**config.mk**
```make
export PLATFORM = sky130hd
export DESIGN_NAME = mag_cmp_cell
export DESIGN_NICKNAME = d
export VERILOG_FILES = /design/src/rtl/magcmp_pkg.sv /design/src/rtl/mag_bit_slice.sv /design/src/rtl/mag_msb_resolver.sv /design/src/rtl/mag_cascade_map.sv /design/src/rtl/mag_cmp_cell.sv
export SDC_FILE = /design/constraint.sdc
export NUM_CORES = 1
export LEC_CHECK = 0
export BUFFER_PORTS_ARGS = -buffer_cell sky130_fd_sc_hd__buf_2
export CAP_MARGIN = 20
export CORE_AREA = 2 2 39 41
export DETAILED_ROUTE_END_ITERATION = 12
export DIE_AREA = 0 0 41 43
export GPL_TIMING_DRIVEN = 0
export SLEW_MARGIN = 20
export SYNTH_ARGS = -nofsm -noshare
export SYNTH_HDL_FRONTEND = slang
export SYNTH_HIERARCHICAL = 1
export SYNTH_SLANG_ARGS = --single-unit
```
**constraint.sdc**
```tcl
create_clock -name vclk -period 1.65
set_clock_uncertainty 0.15 [all_clocks]
set_input_delay 0.0825 -clock vclk [all_inputs]
set_output_delay 0.0825 -clock vclk [all_outputs]
set_load 0.1 [all_outputs]
```
**src/rtl/magcmp_pkg.sv**
```systemverilog
package magcmp_pkg;
    // Relation triple shared by the slices, the cascade path and the outputs.
    typedef struct packed {
        logic gt;
        logic lt;
        logic eq;
    } rel_t;
endpackage

```
**src/rtl/mag_bit_slice.sv**
```systemverilog
module mag_bit_slice
    import magcmp_pkg::*;
(
    input  logic a_bit,
    input  logic b_bit,
    output rel_t rel_d
);
    always_comb begin
        rel_d.gt = a_bit & ~b_bit;
        rel_d.lt = ~a_bit & b_bit;
        rel_d.eq = ~(a_bit ^ b_bit);
    end
endmodule

```
**src/rtl/mag_msb_resolver.sv**
```systemverilog
module mag_msb_resolver
    import magcmp_pkg::*;
#(
    parameter int WIDTH = 4
) (
    input  rel_t [WIDTH-1:0] slice_i,
    output logic             decided_d,
    output logic             a_wins_d
);
    // Scan from the top slice down; the first unequal slice settles the result.
    always_comb begin
        decided_d = 1'b0;
        a_wins_d  = 1'b0;
        for (int i = WIDTH - 1; i >= 0; i--) begin
            if (!decided_d && !slice_i[i].eq) begin
                decided_d = 1'b1;
                a_wins_d  = slice_i[i].gt & ~slice_i[i].lt;
            end
        end
    end
endmodule

```
**src/rtl/mag_cascade_map.sv**
```systemverilog
module mag_cascade_map
    import magcmp_pkg::*;
(
    input  rel_t casc_i,
    output rel_t map_d
);
    // Equal in -> equal out; otherwise each output is set unless the
    // opposite cascade input is high (both high -> none, none -> both).
    always_comb begin
        map_d.eq = casc_i.eq;
        map_d.gt = ~casc_i.eq & ~casc_i.lt;
        map_d.lt = ~casc_i.eq & ~casc_i.gt;
    end
endmodule

```
**src/rtl/mag_cmp_cell.sv**
```systemverilog
module mag_cmp_cell
    import magcmp_pkg::*;
#(
    parameter int WIDTH = 4
) (
    input  logic [WIDTH-1:0] a_word,
    input  logic [WIDTH-1:0] b_word,
    input  logic             casc_gt_i,
    input  logic             casc_lt_i,
    input  logic             casc_eq_i,
    output logic             a_gt_b_o,
    output logic             a_lt_b_o,
    output logic             a_eq_b_o
);
    rel_t [WIDTH-1:0] slice_d;
    logic             decided_d;
    logic             a_wins_d;
    rel_t             casc_d;
    rel_t             map_d;
    rel_t             out_d;

    for (genvar g = 0; g < WIDTH; g++) begin : g_slice
        mag_bit_slice u_slice (
            .a_bit (a_word[g]),
            .b_bit (b_word[g]),
            .rel_d (slice_d[g])
        );
    end

    mag_msb_resolver #(.WIDTH(WIDTH)) u_resolve (
        .slice_i   (slice_d),
        .decided_d (decided_d),
        .a_wins_d  (a_wins_d)
    );

    always_comb begin
        casc_d.gt = casc_gt_i;
        casc_d.lt = casc_lt_i;
        casc_d.eq = casc_eq_i;
    end

    mag_cascade_map u_map (
        .casc_i (casc_d),
        .map_d  (map_d)
    );

    always_comb begin
        if (decided_d) begin
            out_d.gt = a_wins_d;
            out_d.lt = ~a_wins_d;
            out_d.eq = 1'b0;
        end else begin
            out_d = map_d;
        end
    end

    assign a_gt_b_o = out_d.gt;
    assign a_lt_b_o = out_d.lt;
    assign a_eq_b_o = out_d.eq;
endmodule

```
# ---- Word level (Yosys, flattened, before mapping)
# Index checks and enable logic that the tools add are counted.
dict set report totals {
  register_bits 0
  inputBits 11
  out_inout_bits 3
  wordCells 49
}
dict set report classes {
  mux 9
  bitwise_logic 35
  n_reduce_logical 5
}
# op n
set op_table {}
lappend op_table {{$not 1->1} 17}
lappend op_table {{$and 1x1->1} 14}
lappend op_table {{$mux 1} 8}
lappend op_table {{$xor 1x1->1} 4}
lappend op_table {{$logic_and 1x1->1} 3}
lappend op_table {{$mux 3} 1}
lappend op_table {{$logic_not 1->1} 2}

# ---- Logic depth before layout (Yosys ltp)
dict set report logic_depth {
  ltp_word 12
  ltp_mapped 6
}

# ---- Hierarchy
# The synthesis kept the hierarchy.
# module n_inst cells_per_inst area_each_um2
set modules_own_cells {}
lappend modules_own_cells {mag_bit_slice 4 4 32.5}
lappend modules_own_cells {mag_msb_resolver 1 8 56.3}
lappend modules_own_cells {mag_cmp_cell 1 4 37.5}
lappend modules_own_cells {mag_cascade_map 1 3 15.0}

# ---- Worst setup path before layout
# Ideal clock, no wire load.
dict set report synth_timing {
  path_type {in2out}
  startpoint {input a_word[1]}
  endpoint {output a_lt_b_o}
  arrival_ns 2.282
  slack_ns -0.865
  cell_stages 6
  n_path_buf 0
  path_cell_list {inv_1 > ha_1 > nor4bb_1 > nor2_1 > a32oi_1 > mux2i_1}
}
dict set report synth_between {
  elab_chain_cells 8
  word_cells_on_any_way 15
  classes_between {5 x mux; 7 x bitwise; 3 x reduce/logical}
}
# element line_no
set synth_lines {}
lappend synth_lines {{from (decl)} mag_cmp_cell.sv:6} ;# input logic [WIDTH-1:0] a_word,
lappend synth_lines {{$not 1->1 or $xor 1x1->1 (tied branches)} {mag_bit_slice.sv:10, mag_bit_slice.sv:11}}
lappend synth_lines {{$and 1x1->1 or $logic_and 1x1->1 (tied branches)} {mag_bit_slice.sv:10, mag_msb_resolver.sv:15}}
lappend synth_lines {{$not 1->1 or $mux 1 (tied branches)} {mag_msb_resolver.sv:17, mag_msb_resolver.sv:15}}
lappend synth_lines {{$and 1x1->1 or $logic_not 1->1 (tied branches)} {mag_msb_resolver.sv:17, mag_msb_resolver.sv:15}}
lappend synth_lines {{$mux 1 or $logic_and 1x1->1 (tied branches)} mag_msb_resolver.sv:15} ;# if (!decided_d && !slice_i[i].eq) begin
lappend synth_lines {{$mux 1 (*)} mag_msb_resolver.sv:15}
lappend synth_lines {{net a_wins_d} mag_cmp_cell.sv:17} ;# logic a_wins_d;
lappend synth_lines {{$not 1->1 (*)} mag_cmp_cell.sv:50} ;# out_d.lt = ~a_wins_d;
lappend synth_lines {{$mux 3 (*)} mag_cmp_cell.sv:48} ;# if (decided_d) begin
lappend synth_lines {{to (decl)} mag_cmp_cell.sv:12} ;# output logic a_lt_b_o,
# The timed path passes the listed nets; every way through them passes the cells marked *.

# ---- Final worst setup path
dict set report layout_timing {
  startpoint {input b_word[0]}
  endpoint {output a_gt_b_o}
}
dict set report layout_between {
  elab_chain_cells 5
  word_cells_on_any_way 10
  classes_between {3 x mux; 6 x bitwise; 1 x reduce/logical}
}
# element line_no
set layout_lines {}
lappend layout_lines {{from (decl)} mag_cmp_cell.sv:7} ;# input logic [WIDTH-1:0] b_word,
lappend layout_lines {{$not 1->1 or $and 1x1->1 (tied branches)} {mag_bit_slice.sv:9, mag_bit_slice.sv:10}}
lappend layout_lines {{$and 1x1->1 or $not 1->1 (tied branches)} {mag_bit_slice.sv:9, mag_msb_resolver.sv:17}}
lappend layout_lines {{$and 1x1->1} mag_msb_resolver.sv:17} ;# a_wins_d = slice_i[i].gt & ~slice_i[i].lt;
lappend layout_lines {{$mux 1 (*)} mag_msb_resolver.sv:15}
lappend layout_lines {{net a_wins_d} mag_cmp_cell.sv:17}
lappend layout_lines {{$mux 3 (*)} mag_cmp_cell.sv:48}
lappend layout_lines {{to (decl)} mag_cmp_cell.sv:11} ;# output logic a_gt_b_o,
# Marks and branches as above.

==> reports/metrics.cfg <==
[sta]
period_share_pct=101
tns_ns=-0.0112
rsz0062_at_grt=true
min_period_ns=1.66
fmax_ghz=0.602
relSlewSlack_pct=81.7
tightest_slew_ns=0.277
fin_ws_ns=-0.0112
setup_viol=1
maxSlewViolCount=0
timing.hold.ws_ns=0.447
hold_violations=0

[setup_path]
startpoint_type=input port
cp_max_fo=2
cp_cell_sequence=buf_8 > ha_4 > nor4bb_4 > nor2_2 > a32oi_2 > mux2_4 > buf_12
crit_slowest_cell=nor4bb_4
arrival_ns=1.43
max_stage_delay_ns=0.28
critPathKind=input port to output port
required_ns=1.42
critical-path-top-delay-family=simple AND/OR/NAND/NOR gates
critPathCaptureType=output port
cp.buffers_inverters=2

[global_routing]
gr-total-overflow=0
grt_start_max_net_pins=5
grt_antenna_before_repair=0
grt_pass1_vias=222
grt_pass1_wl_um=772
grt_util_all_layers_pct=5.79

[route]
routed_wl_um=528
ant_nets=0
drtIter0Drc=1
viasPerCell=4.11
drc=0
vias=255
avgRoutedWirePerCell_um=8.52
first_pass_iters=3

[pwr]
p_leak_nw=0.234
peakVddDrop_mv=0.165
p_per_area_nw_per_um2=429

[die]
pin_count=14
initial_core_util_pct=17.3
rows=14
die_w_um=41
die_h_um=43
die-area_um2=1760
core_um2=1380

[place]
preCtsSetupSlack_ns=-0.420
place_area_um2=342
dp_hpwl_um=427
gp_congestion=0.675
io_buffers=14

[synth]
yosysTopAreaCell=ha_1
synth.most_common_cell=inv_1
syn-instance-count=31
yosys_warnings=6
syn_area_per_cell_um2=7.71
synth_common_cells=inv_1, ha_1, nor2_1
seq_area_frac_synth_pct=0
netlist.area_leader.share_pct=41.9
synth_nets=50
synth_area_um2=239
synthTopCellsByArea=ha_1, inv_1, mux2_4
synth_cell_types=14

[outcome]
outcome=finished with violations
violations=setup timing

[layout]
final_cell_area_um2=473
fill_cells=144
nClkBuffers=0
nNetsFinal=67
drive_gt1_share_pct=60.9
syn_to_final_growth_pct=97.9
multiInputGateArea_um2=273
seqCellArea_um2=0
nFlopsAndLatches=0
antenna_cells=0

[hold_path]
min-delay-path-class=input port to output port

[flow_run]
drv_cap=0

path summary, 6_finish.rpt:
check	start	endpoint	slack, ns	cells past startpoint
hold / removal	casc_gt_i	a_lt_b_o	0.45	5
setup / recovery	b_word[0]	a_gt_b_o	-0.01	7
timing repair:
| action | CTS | global route |
|---|---|---|
| buffers inserted | 0 | 1 |
| pin swaps | 5 | 3 |
| hold buffers | 0 | 0 |
| gates resized for setup | 18 | 8 |
| endpoints found under the setup margin | 3 | 2 |
placed cells by master, fill, tap and decap left out:
cell type	n
buf_8	1
ha_4	3
o21ai_0	1
buf_4	3
mux2_4	1
buf_2	6
mux2i_4	1
ha_1	5
inv_1	6
or3b_1	1
and2b_2	1
nor2_1	2
buf_6	5
nor2_2	1
inv_4	1
buf_12	1
nor4bb_4	1
nand4_1	1
nor3b_1	1
a32oi_2	1
inv_2	2
nor2b_1	1
per-stage QoR:
step / util, % / cells / total power, W
6_report: 34.2 / 62 / 0.000203
5_1_grt: 34.2 / 62 / 0.000216
4_1_cts: 31.0 / 61 / 0.000187
3_5_place_dp: 24.7 / 61 / 0.000146
3_3_place_gp: 24.7 / 61 / 0.000143
2_1_floorplan: - / 31 / 0.000115
metal layers:
metal | GRT usage (%) | part of all wire (%) | up-vias
li1 | - | - | 129
met1 | 6.01 | 37 | 118
met2 | 12.2 | 56 | 8
met3 | 0 | 7.2 | 0
met4 | 0 | 0 | 0
met5 | 0 | 0 | -
area by class of cell:
type / count / area share (%)
Multi-Input combinational cell: 21 / 57.7
Timing Repair Buffer: 15 / 28.8
Inverter: 9 / 7.67
Tap cell: 16 / 4.23
Buffer: 1 / 1.59
kinds of logic (layout without fill, tap and decap cells):
kind of cell / Yosys count / after routing / synth area share [%]
buffers and inverters: 10 / 25 / 17.3
AO/OA/AOI/OAI: 2 / 2 / 5.76
adder cells (fa/ha/maj): 8 / 8 / 41.9
AND/OR/NAND/NOR: 9 / 9 / 24.6
multiplexers: 2 / 2 / 10.5
report_power, final:
group          switching, W  leakage, nW  internal (W)  total (W)
registers                 0            0             0          0
logic              0.000114        0.234     0.0000888   0.000203
clock network             0            0             0          0
total              0.000114        0.234     0.0000888   0.000203
Power figures use the tool's default switching activity.
